### src/rtl/hmp_pkg.sv
package hmp_pkg;
    typedef enum logic [1:0] {
        ST_IDLE = 2'd0,
        ST_MEM  = 2'd1,
        ST_FIN  = 2'd2
    } hmp_state_e;

    localparam int HMP_SYNC_DEPTH = 2;
endpackage

### src/rtl/hmp_sync.sv
module hmp_sync #(
    parameter int W      = 3,
    parameter int STAGES = hmp_pkg::HMP_SYNC_DEPTH
) (
    input  logic         clk,
    input  logic         rst_n,
    input  logic [W-1:0] async_i,
    output logic [W-1:0] sync_o
);
    logic [W-1:0] stage_q [STAGES];

    for (genvar s = 0; s < STAGES; s++) begin : g_stage
        if (s == 0) begin : g_first
            always_ff @(posedge clk or negedge rst_n) begin
                if (!rst_n) stage_q[s] <= '0;
                else        stage_q[s] <= async_i;
            end
        end else begin : g_rest
            always_ff @(posedge clk or negedge rst_n) begin
                if (!rst_n) stage_q[s] <= '0;
                else        stage_q[s] <= stage_q[s-1];
            end
        end
    end

    assign sync_o = stage_q[STAGES-1];
endmodule

### src/rtl/hmp_edge.sv
module hmp_edge #(
    parameter bit FALLING = 1'b0
) (
    input  logic clk,
    input  logic rst_n,
    input  logic level_i,
    output logic pulse_o
);
    logic prev_d, prev_q;

    always_comb prev_d = level_i;

    always_ff @(posedge clk or negedge rst_n) begin
        if (!rst_n) prev_q <= 1'b0;
        else        prev_q <= prev_d;
    end

    if (FALLING) begin : g_fall
        assign pulse_o = prev_q & ~level_i;
    end else begin : g_rise
        assign pulse_o = level_i & ~prev_q;
    end


    single_pulse_chk: assert property (@(posedge clk) disable iff (!rst_n)
        pulse_o |=> !pulse_o);
endmodule

### src/rtl/hmp_engine.sv
module hmp_engine
    import hmp_pkg::*;
#(
    parameter int                ADDR_W    = 14,
    parameter int                HOST_W    = 16,
    parameter int                PM_W      = 24,
    parameter logic [ADDR_W-1:0] CTRL_BASE = 14'h3FE0
) (
    input  logic              clk,
    input  logic              rst_n,
    input  logic              lat_fall_i,
    input  logic              acc_rise_i,
    input  logic              wr_lvl_i,
    input  logic [HOST_W-1:0] bus_i,
    output logic [HOST_W-1:0] rd_out_o,
    output logic              ack_o,
    output logic              boot_done_o,
    output logic              pm_req,
    output logic              pm_we,
    output logic [ADDR_W-1:0] pm_addr,
    output logic [PM_W-1:0]   pm_wdata,
    input  logic [PM_W-1:0]   pm_rdata,
    output logic              dm_req,
    output logic              dm_we,
    output logic [ADDR_W-1:0] dm_addr,
    output logic [HOST_W-1:0] dm_wdata,
    input  logic [HOST_W-1:0] dm_rdata
);
    localparam int LO_W  = PM_W - HOST_W;
    localparam int PAD_W = HOST_W - LO_W;

    typedef struct packed {
        hmp_state_e        st;
        logic [ADDR_W-1:0] addr;
        logic              is_pm;
        logic              half;
        logic              op_wr;
        logic [HOST_W-1:0] wdat;
        logic [HOST_W-1:0] hi;
        logic [LO_W-1:0]   lo;
        logic [HOST_W-1:0] rd_out;
        logic              ack;
        logic              boot_done;
    } eng_t;

    eng_t q, d;
    logic blocked;

    always_comb begin
        d       = q;
        pm_req  = 1'b0;
        pm_we   = 1'b0;
        dm_req  = 1'b0;
        dm_we   = 1'b0;
        blocked = !q.is_pm && (q.addr >= CTRL_BASE);

        case (q.st)
            ST_IDLE: begin
                if (acc_rise_i) begin
                    d.st    = ST_MEM;
                    d.ack   = 1'b0;
                    d.op_wr = wr_lvl_i;
                    d.wdat  = bus_i;
                end
            end
            ST_MEM: begin
                d.st = ST_FIN;
                if (q.is_pm) begin
                    if (q.op_wr) begin
                        if (!q.half) begin
                            d.hi = q.wdat;
                        end else begin
                            pm_req = 1'b1;
                            pm_we  = 1'b1;
                            if (q.addr == '0) d.boot_done = 1'b1;
                        end
                    end else if (!q.half) begin
                        pm_req = 1'b1;
                    end
                end else if (!blocked) begin
                    dm_req = 1'b1;
                    dm_we  = q.op_wr;
                end
            end
            ST_FIN: begin
                d.st  = ST_IDLE;
                d.ack = 1'b1;
                if (!q.op_wr) begin
                    if (q.is_pm) begin
                        if (!q.half) begin
                            d.rd_out = pm_rdata[PM_W-1:LO_W];
                            d.lo     = pm_rdata[LO_W-1:0];
                        end else begin
                            d.rd_out = {{PAD_W{1'b0}}, q.lo};
                        end
                    end else begin
                        d.rd_out = blocked ? '0 : dm_rdata;
                    end
                end
                if (q.is_pm) begin
                    d.half = !q.half;
                    if (q.half) d.addr = q.addr + 1'b1;
                end else begin
                    d.addr = q.addr + 1'b1;
                end
            end
            default: d.st = ST_IDLE;
        endcase

        if (lat_fall_i) begin
            d.addr  = bus_i[ADDR_W-1:0];
            d.is_pm = bus_i[ADDR_W];
            d.half  = 1'b0;
        end
    end

    always_ff @(posedge clk or negedge rst_n) begin
        if (!rst_n) begin
            q     <= '0;
            q.ack <= 1'b1;
        end else begin
            q <= d;
        end
    end

    assign pm_addr     = q.addr;
    assign pm_wdata    = {q.hi, q.wdat[LO_W-1:0]};
    assign dm_addr     = q.addr;
    assign dm_wdata    = q.wdat;
    assign rd_out_o    = q.rd_out;
    assign ack_o       = q.ack;
    assign boot_done_o = q.boot_done;


    ack_busy_chk: assert property (@(posedge clk) disable iff (!rst_n)
        (q.st != ST_IDLE) |-> !ack_o);


    ack_rise_src_chk: assert property (@(posedge clk) disable iff (!rst_n)
        $rose(ack_o) |-> ($past(q.st) == ST_FIN));


    ctrl_guard_chk: assert property (@(posedge clk) disable iff (!rst_n)
        dm_req |-> (dm_addr < CTRL_BASE));


    one_port_chk: assert property (@(posedge clk) disable iff (!rst_n)
        !(pm_req && dm_req));


    pm_pair_chk: assert property (@(posedge clk) disable iff (!rst_n)
        (pm_req && pm_we) |-> q.half);


    addr_step_chk: assert property (@(posedge clk) disable iff (!rst_n)
        (q.st == ST_FIN && !q.is_pm && !lat_fall_i) |=>
            (q.addr == ADDR_W'($past(q.addr) + 1'b1)));


    boot_release_chk: assert property (@(posedge clk) disable iff (!rst_n)
        (pm_req && pm_we && pm_addr == '0) |=> boot_done_o);
endmodule

### src/rtl/host_mem_port.sv
module host_mem_port #(
    parameter int                ADDR_W      = 14,
    parameter int                HOST_W      = 16,
    parameter int                PM_W        = 24,
    parameter int                SYNC_STAGES = hmp_pkg::HMP_SYNC_DEPTH,
    parameter logic [ADDR_W-1:0] CTRL_BASE   = 14'h3FE0
) (
    input  logic              clk,
    input  logic              rst_n,
    input  logic              host_boot,
    input  logic [HOST_W-1:0] host_ad_i,
    output logic [HOST_W-1:0] host_ad_o,
    output logic              host_ad_oe,
    input  logic              host_alatch,
    input  logic              host_sel_n,
    input  logic              host_rd_n,
    input  logic              host_wr_n,
    output logic              host_ack,
    output logic              boot_hold,
    output logic              pm_req,
    output logic              pm_we,
    output logic [ADDR_W-1:0] pm_addr,
    output logic [PM_W-1:0]   pm_wdata,
    input  logic [PM_W-1:0]   pm_rdata,
    output logic              dm_req,
    output logic              dm_we,
    output logic [ADDR_W-1:0] dm_addr,
    output logic [HOST_W-1:0] dm_wdata,
    input  logic [HOST_W-1:0] dm_rdata
);
    localparam int N_STROBE = 3;
    localparam int IDX_LAT  = 2;
    localparam int IDX_ACC  = 1;
    localparam int IDX_WR   = 0;

    logic [N_STROBE-1:0] raw_strobe, sync_strobe;
    logic rd_act, wr_act, lat_fall, acc_rise, boot_done;

    assign rd_act     = ~host_sel_n & ~host_rd_n;
    assign wr_act     = ~host_sel_n & ~host_wr_n;
    assign raw_strobe = {host_alatch, rd_act | wr_act, wr_act};

    hmp_sync #(.W(N_STROBE), .STAGES(SYNC_STAGES)) u_sync (
        .clk     (clk),
        .rst_n   (rst_n),
        .async_i (raw_strobe),
        .sync_o  (sync_strobe)
    );

    hmp_edge #(.FALLING(1'b1)) u_lat_edge (
        .clk     (clk),
        .rst_n   (rst_n),
        .level_i (sync_strobe[IDX_LAT]),
        .pulse_o (lat_fall)
    );

    hmp_edge #(.FALLING(1'b0)) u_acc_edge (
        .clk     (clk),
        .rst_n   (rst_n),
        .level_i (sync_strobe[IDX_ACC]),
        .pulse_o (acc_rise)
    );

    hmp_engine #(
        .ADDR_W    (ADDR_W),
        .HOST_W    (HOST_W),
        .PM_W      (PM_W),
        .CTRL_BASE (CTRL_BASE)
    ) u_engine (
        .clk         (clk),
        .rst_n       (rst_n),
        .lat_fall_i  (lat_fall),
        .acc_rise_i  (acc_rise),
        .wr_lvl_i    (sync_strobe[IDX_WR]),
        .bus_i       (host_ad_i),
        .rd_out_o    (host_ad_o),
        .ack_o       (host_ack),
        .boot_done_o (boot_done),
        .pm_req      (pm_req),
        .pm_we       (pm_we),
        .pm_addr     (pm_addr),
        .pm_wdata    (pm_wdata),
        .pm_rdata    (pm_rdata),
        .dm_req      (dm_req),
        .dm_we       (dm_we),
        .dm_addr     (dm_addr),
        .dm_wdata    (dm_wdata),
        .dm_rdata    (dm_rdata)
    );

    assign host_ad_oe = rd_act;
    assign boot_hold  = host_boot & ~boot_done;


    hold_release_chk: assert property (@(posedge clk) disable iff (!rst_n)
        (host_boot && $fell(boot_hold)) |-> $past(pm_req && pm_we && pm_addr == '0));
endmodule

### config.mk
export PLATFORM = sky130hd
export DESIGN_NAME = host_mem_port
export DESIGN_NICKNAME = d
export VERILOG_FILES = /design/src/rtl/hmp_pkg.sv /design/src/rtl/hmp_sync.sv /design/src/rtl/hmp_edge.sv /design/src/rtl/hmp_engine.sv /design/src/rtl/host_mem_port.sv
export SDC_FILE = /design/constraint.sdc
export NUM_CORES = 1
export LEC_CHECK = 0
export ABC_AREA = 1
export CORE_MARGIN = 8
export CORE_UTILIZATION = 45
export CTS_BUF_LIST = sky130_fd_sc_hd__clkbuf_4 sky130_fd_sc_hd__clkbuf_8 sky130_fd_sc_hd__clkbuf_16
export DETAILED_ROUTE_END_ITERATION = 7
export DONT_BUFFER_PORTS = 1
export HOLD_SLACK_MARGIN = 0.03
export PLACE_DENSITY = 0.66
export SYNTH_ARGS = -nofsm -noshare
export SYNTH_HDL_FRONTEND = slang
export SYNTH_HIERARCHICAL = 1
export SYNTH_SLANG_ARGS = --single-unit
### constraint.sdc
create_clock -name clk -period 5.2 [get_ports clk]
set_input_delay 0.26 -clock clk [delete_from_list [all_inputs] [get_ports clk]]
set_output_delay 0.26 -clock clk [all_outputs]
set_load 0.005 [all_outputs]
==> results.toml <==
[synthesis]
synth_nets = 624
yosysSeqAreaShare_pct = 45.0
synth_seq_cells = 85
synth_edf_count = 0
synth_common_cells = "nand2_1 (126), buf_4 (88), dfrtp_1 (84)"
async_flop_share_pct = 100
yosys_warnings = 6
syn_avg_cell_area_um2 = 8.50
synth_area_um2 = 4730
synth_most_common_cell = "nand2_1"
synth_ff_type = "dfrtp_1"
yosys.area.top_type = "dfrtp_1"
netlist_instances = 556
synth_cell_types = 34
synth_top_cells_by_area = "dfrtp_1 (44%), buf_4 (14%), nand2_1 (10%)"
yosysTopAreaCellShare_pct = 44.5

[route]
ant_nets = 0
wl_um = 10600
drt_iter0_drc = 209
via_per_inst = 5.00
num_vias = 3067
wl_per_cell_um = 17.3
dr.pass1.iters = 4
post-route-drc-count = 0

[clocking]
cts_tree = "yes"
clkLatencyLatePin_ns = 0.35
clockBufferDepth = 2
cts_sinks = 85
cts_resized = 0
post_cts_buffers = 0
cts_buffers = 9
root_buffer = "clkbuf_8"
cts-hold-fix-buffers = 11
clk_pin_slew_ns = 0.10
htreeDepth = 3

[run_status]
status = "finished, final reports clean"

[setup_path]
rr_endpoint = "u_engine/dm_addr[3]$_DFFE_PN0P_"
cp_max_fo = 21
end_kind = "flop"
cp.required_ns = 5.47
startpoint_type = "flop"
slowest_stage = "nor2_2"
slowest_delay_ns = 0.68
timing.rr.start = "u_sync/sync_o[2]$_DFF_PN0_"
ff2ff_setup_slack_ns = 2.63
path_cells = "nor2_2, inv_1, nand2_1, o21ai_4, inv_2, o21ai_0, a22oi_2"
crit_type = "reg2reg"
cp.arrival_ns = 2.84
rr_worst_depth = 7

[sta]
rsz0062_at_grt = "no"
fin_skew_ns = 0.0145
worstMarginPinSlew_ns = 1.04
period_minus_slack_ns = 2.57
slew-limit-headroom_pct = 30.5
hold_slack_ns = 0.0576
setup_ws_ns = 2.63
period_share_pct = 49.5
hold_violations = 0
final_max_slew_viol_count = 0
fmax_mhz = 389
setup_viol = 0
timing.setup.tns_ns = 0

[placement]
place_congestion = 0.868
io_buffers = 0
dp_slack_ns = 2.64
hpwl_um = 7650

[flow_run]
drv_cap = 0

[grt]
grt_use_total_pct = 15.0
grt_max_degree = 86
grt_busiest_layer = "met2"
grt_antenna_before_repair = 0
grt_overflow = 0
met1_usage_pct = 18.6
grtUsageMet3_pct = 5.43
grt_pass1_vias = 3172
use_met2_pct = 23.7
grt_pass1_wl_um = 17100

[hold_path]
min_from = "dm_rdata[7]"
whs_endpoint = "u_engine/rd_out_o[7]$_DFFE_PN0P_"
whs_path_depth = 2
hp-class = "in2reg"

[final_layout]
area_delta_synth_final_pct = -5.19
antenna_cells = 0
final_nets = 541
fillers = 1042
drive_gt1_share_pct = 10.5

[floorplanning]
die_h_um = 118
rows = 37
initial_core_util_pct = 46.0
die_w_um = 118
ios = 154
die_area_um2 = 14000
core_um2 = 10300

[power_and_ir_drop]
p_leak_nw = 2.25
power_density_nw_per_um2 = 469
vdd_ir_drop_max_mv = 0.141
## how the worst max path moves through the flow
stage                                                   end  depth (start not counted)                        from  slack [ns]
final                       u_engine/dm_addr[3]$_DFFE_PN0P_                          7  u_sync/sync_o[2]$_DFF_PN0_        2.63
after global routing       u_engine/dm_addr[12]$_DFFE_PN0P_                          9  u_sync/sync_o[2]$_DFF_PN0_        2.35
after CTS                   u_engine/dm_addr[3]$_DFFE_PN0P_                          7  u_sync/sync_o[2]$_DFF_PN0_        2.61
after detailed placement    u_engine/dm_addr[3]$_DFFE_PN0P_                          7  u_sync/sync_o[2]$_DFF_PN0_        2.64
after global placement      u_engine/dm_addr[3]$_DFFE_PN0P_                          7  u_sync/sync_o[2]$_DFF_PN0_        2.71
after floorplan           u_engine/pm_wdata[12]$_DFFE_PN0P_                          7  u_engine/q[59]$_DFFE_PN0P_        3.53
## layout make-up
| cell class | count | area [µm²] | share of cell area [%] |
|---|---|---|---|
| well taps | 136 | 170 | 3.80 |
| flip-flops and latches | 85 | 2130 | 47.5 |
| clock inverters | 7 | 80.1 | 1.79 |
| inverters | 61 | 229 | 5.11 |
| clock buffers | 9 | 124 | 2.76 |
| multi-input cells | 304 | 1610 | 36.0 |
| repair buffers | 12 | 138 | 3.07 |
## through the flow
step           utilization, %  instance area [µm²]  total power [mW]  instances
6_report                 43.6                 4480              2.10        614
5_1_grt                  43.6                 4480              2.26        614
4_1_cts                  43.5                 4470              2.13        613
3_5_place_dp             40.3                 4140              1.61        586
3_3_place_gp             40.3                 4140              1.58        586
2_1_floorplan               -                 4730              1.77        556
## power by group
group | leakage [nW] | total, mW | internal (mW) | switching, mW
registers | 1.04 | 1.14 | 0.874 | 0.268
logic | 1.12 | 0.470 | 0.205 | 0.265
clock network | 0.0973 | 0.491 | 0.229 | 0.262
total | 2.25 | 2.10 | 1.31 | 0.795
## critical path, delay by kind of cell (launching register included)
| family | cells | cell delay (ns) |
|---|---|---|
| AND/OR/NAND/NOR | 2 | 0.92 |
| flip-flops | 1 | 0.40 |
| AO/OA/AOI/OAI | 3 | 0.45 |
| buffers and inverters | 2 | 0.73 |
## cell usage in the layout (no fill, tap or decap)
master         Yosys  layout
nor3_1             3       3
clkbuf_8           0       9
buf_16             0       1
dfstp_2            1       1
nand3_1           33      33
nand2_2            1       1
dlygate4sd3_1      0      11
a21boi_1          11      11
inv_2              2       2
clkinvlp_4         0       2
o21ai_0           29      29
nor2_2             5       5
nand3_2            1       1
a22oi_2            1       1
inv_1             58      58
a21oi_1           29      29
nand4_4            1       1
inv_6              0       4
and2_1             1       1
o21ai_4            1       1
a31oi_1            1       1
a21boi_0           5       5
ha_1               5       5
nor2_1            17      17
bufinv_16          0       1
o21ai_1            4       4
nand2_1          126     126
nand4_1            6       6
nor4_1             1       1
a21oi_2            1       1
dfrtp_1           84      84
xor2_1             2       2
xnor2_1            1       1
clkinv_1           1       1
mux2_2            19      19
## cell families after synthesis
group	Yosys count	share of synthesized area, %
buffers and inverters	167	20.9
adders and majority gates	5	1.32
and+or+nand+nor	195	17.7
muxes	19	4.53
AOI/OAI and AO/OA	82	10.0
DFF	85	45.0
xor gates and xnor gates	3	0.556
## registers in the layout (all words and copies together) (netlist names)
name                  cells
u_acc_edge/prev_q         1
u_engine/ack_o            1
u_engine/boot_done_o      1
u_engine/dm_addr         14
u_engine/dm_wdata        16
u_engine/pm_wdata        16
u_engine/q               13
u_engine/rd_out_o        16
u_lat_edge/prev_q         1
u_sync/stage_q            3
u_sync/sync_o             3
## layer usage
layer  vias to the layer above  wire, µm
li1                       1506         -
met1                      1447      4560
met2                       108      5080
met3                         6       862
met4                         0        82
met5                         -         0
No activity file was read; power rests on OpenSTA's default activity.
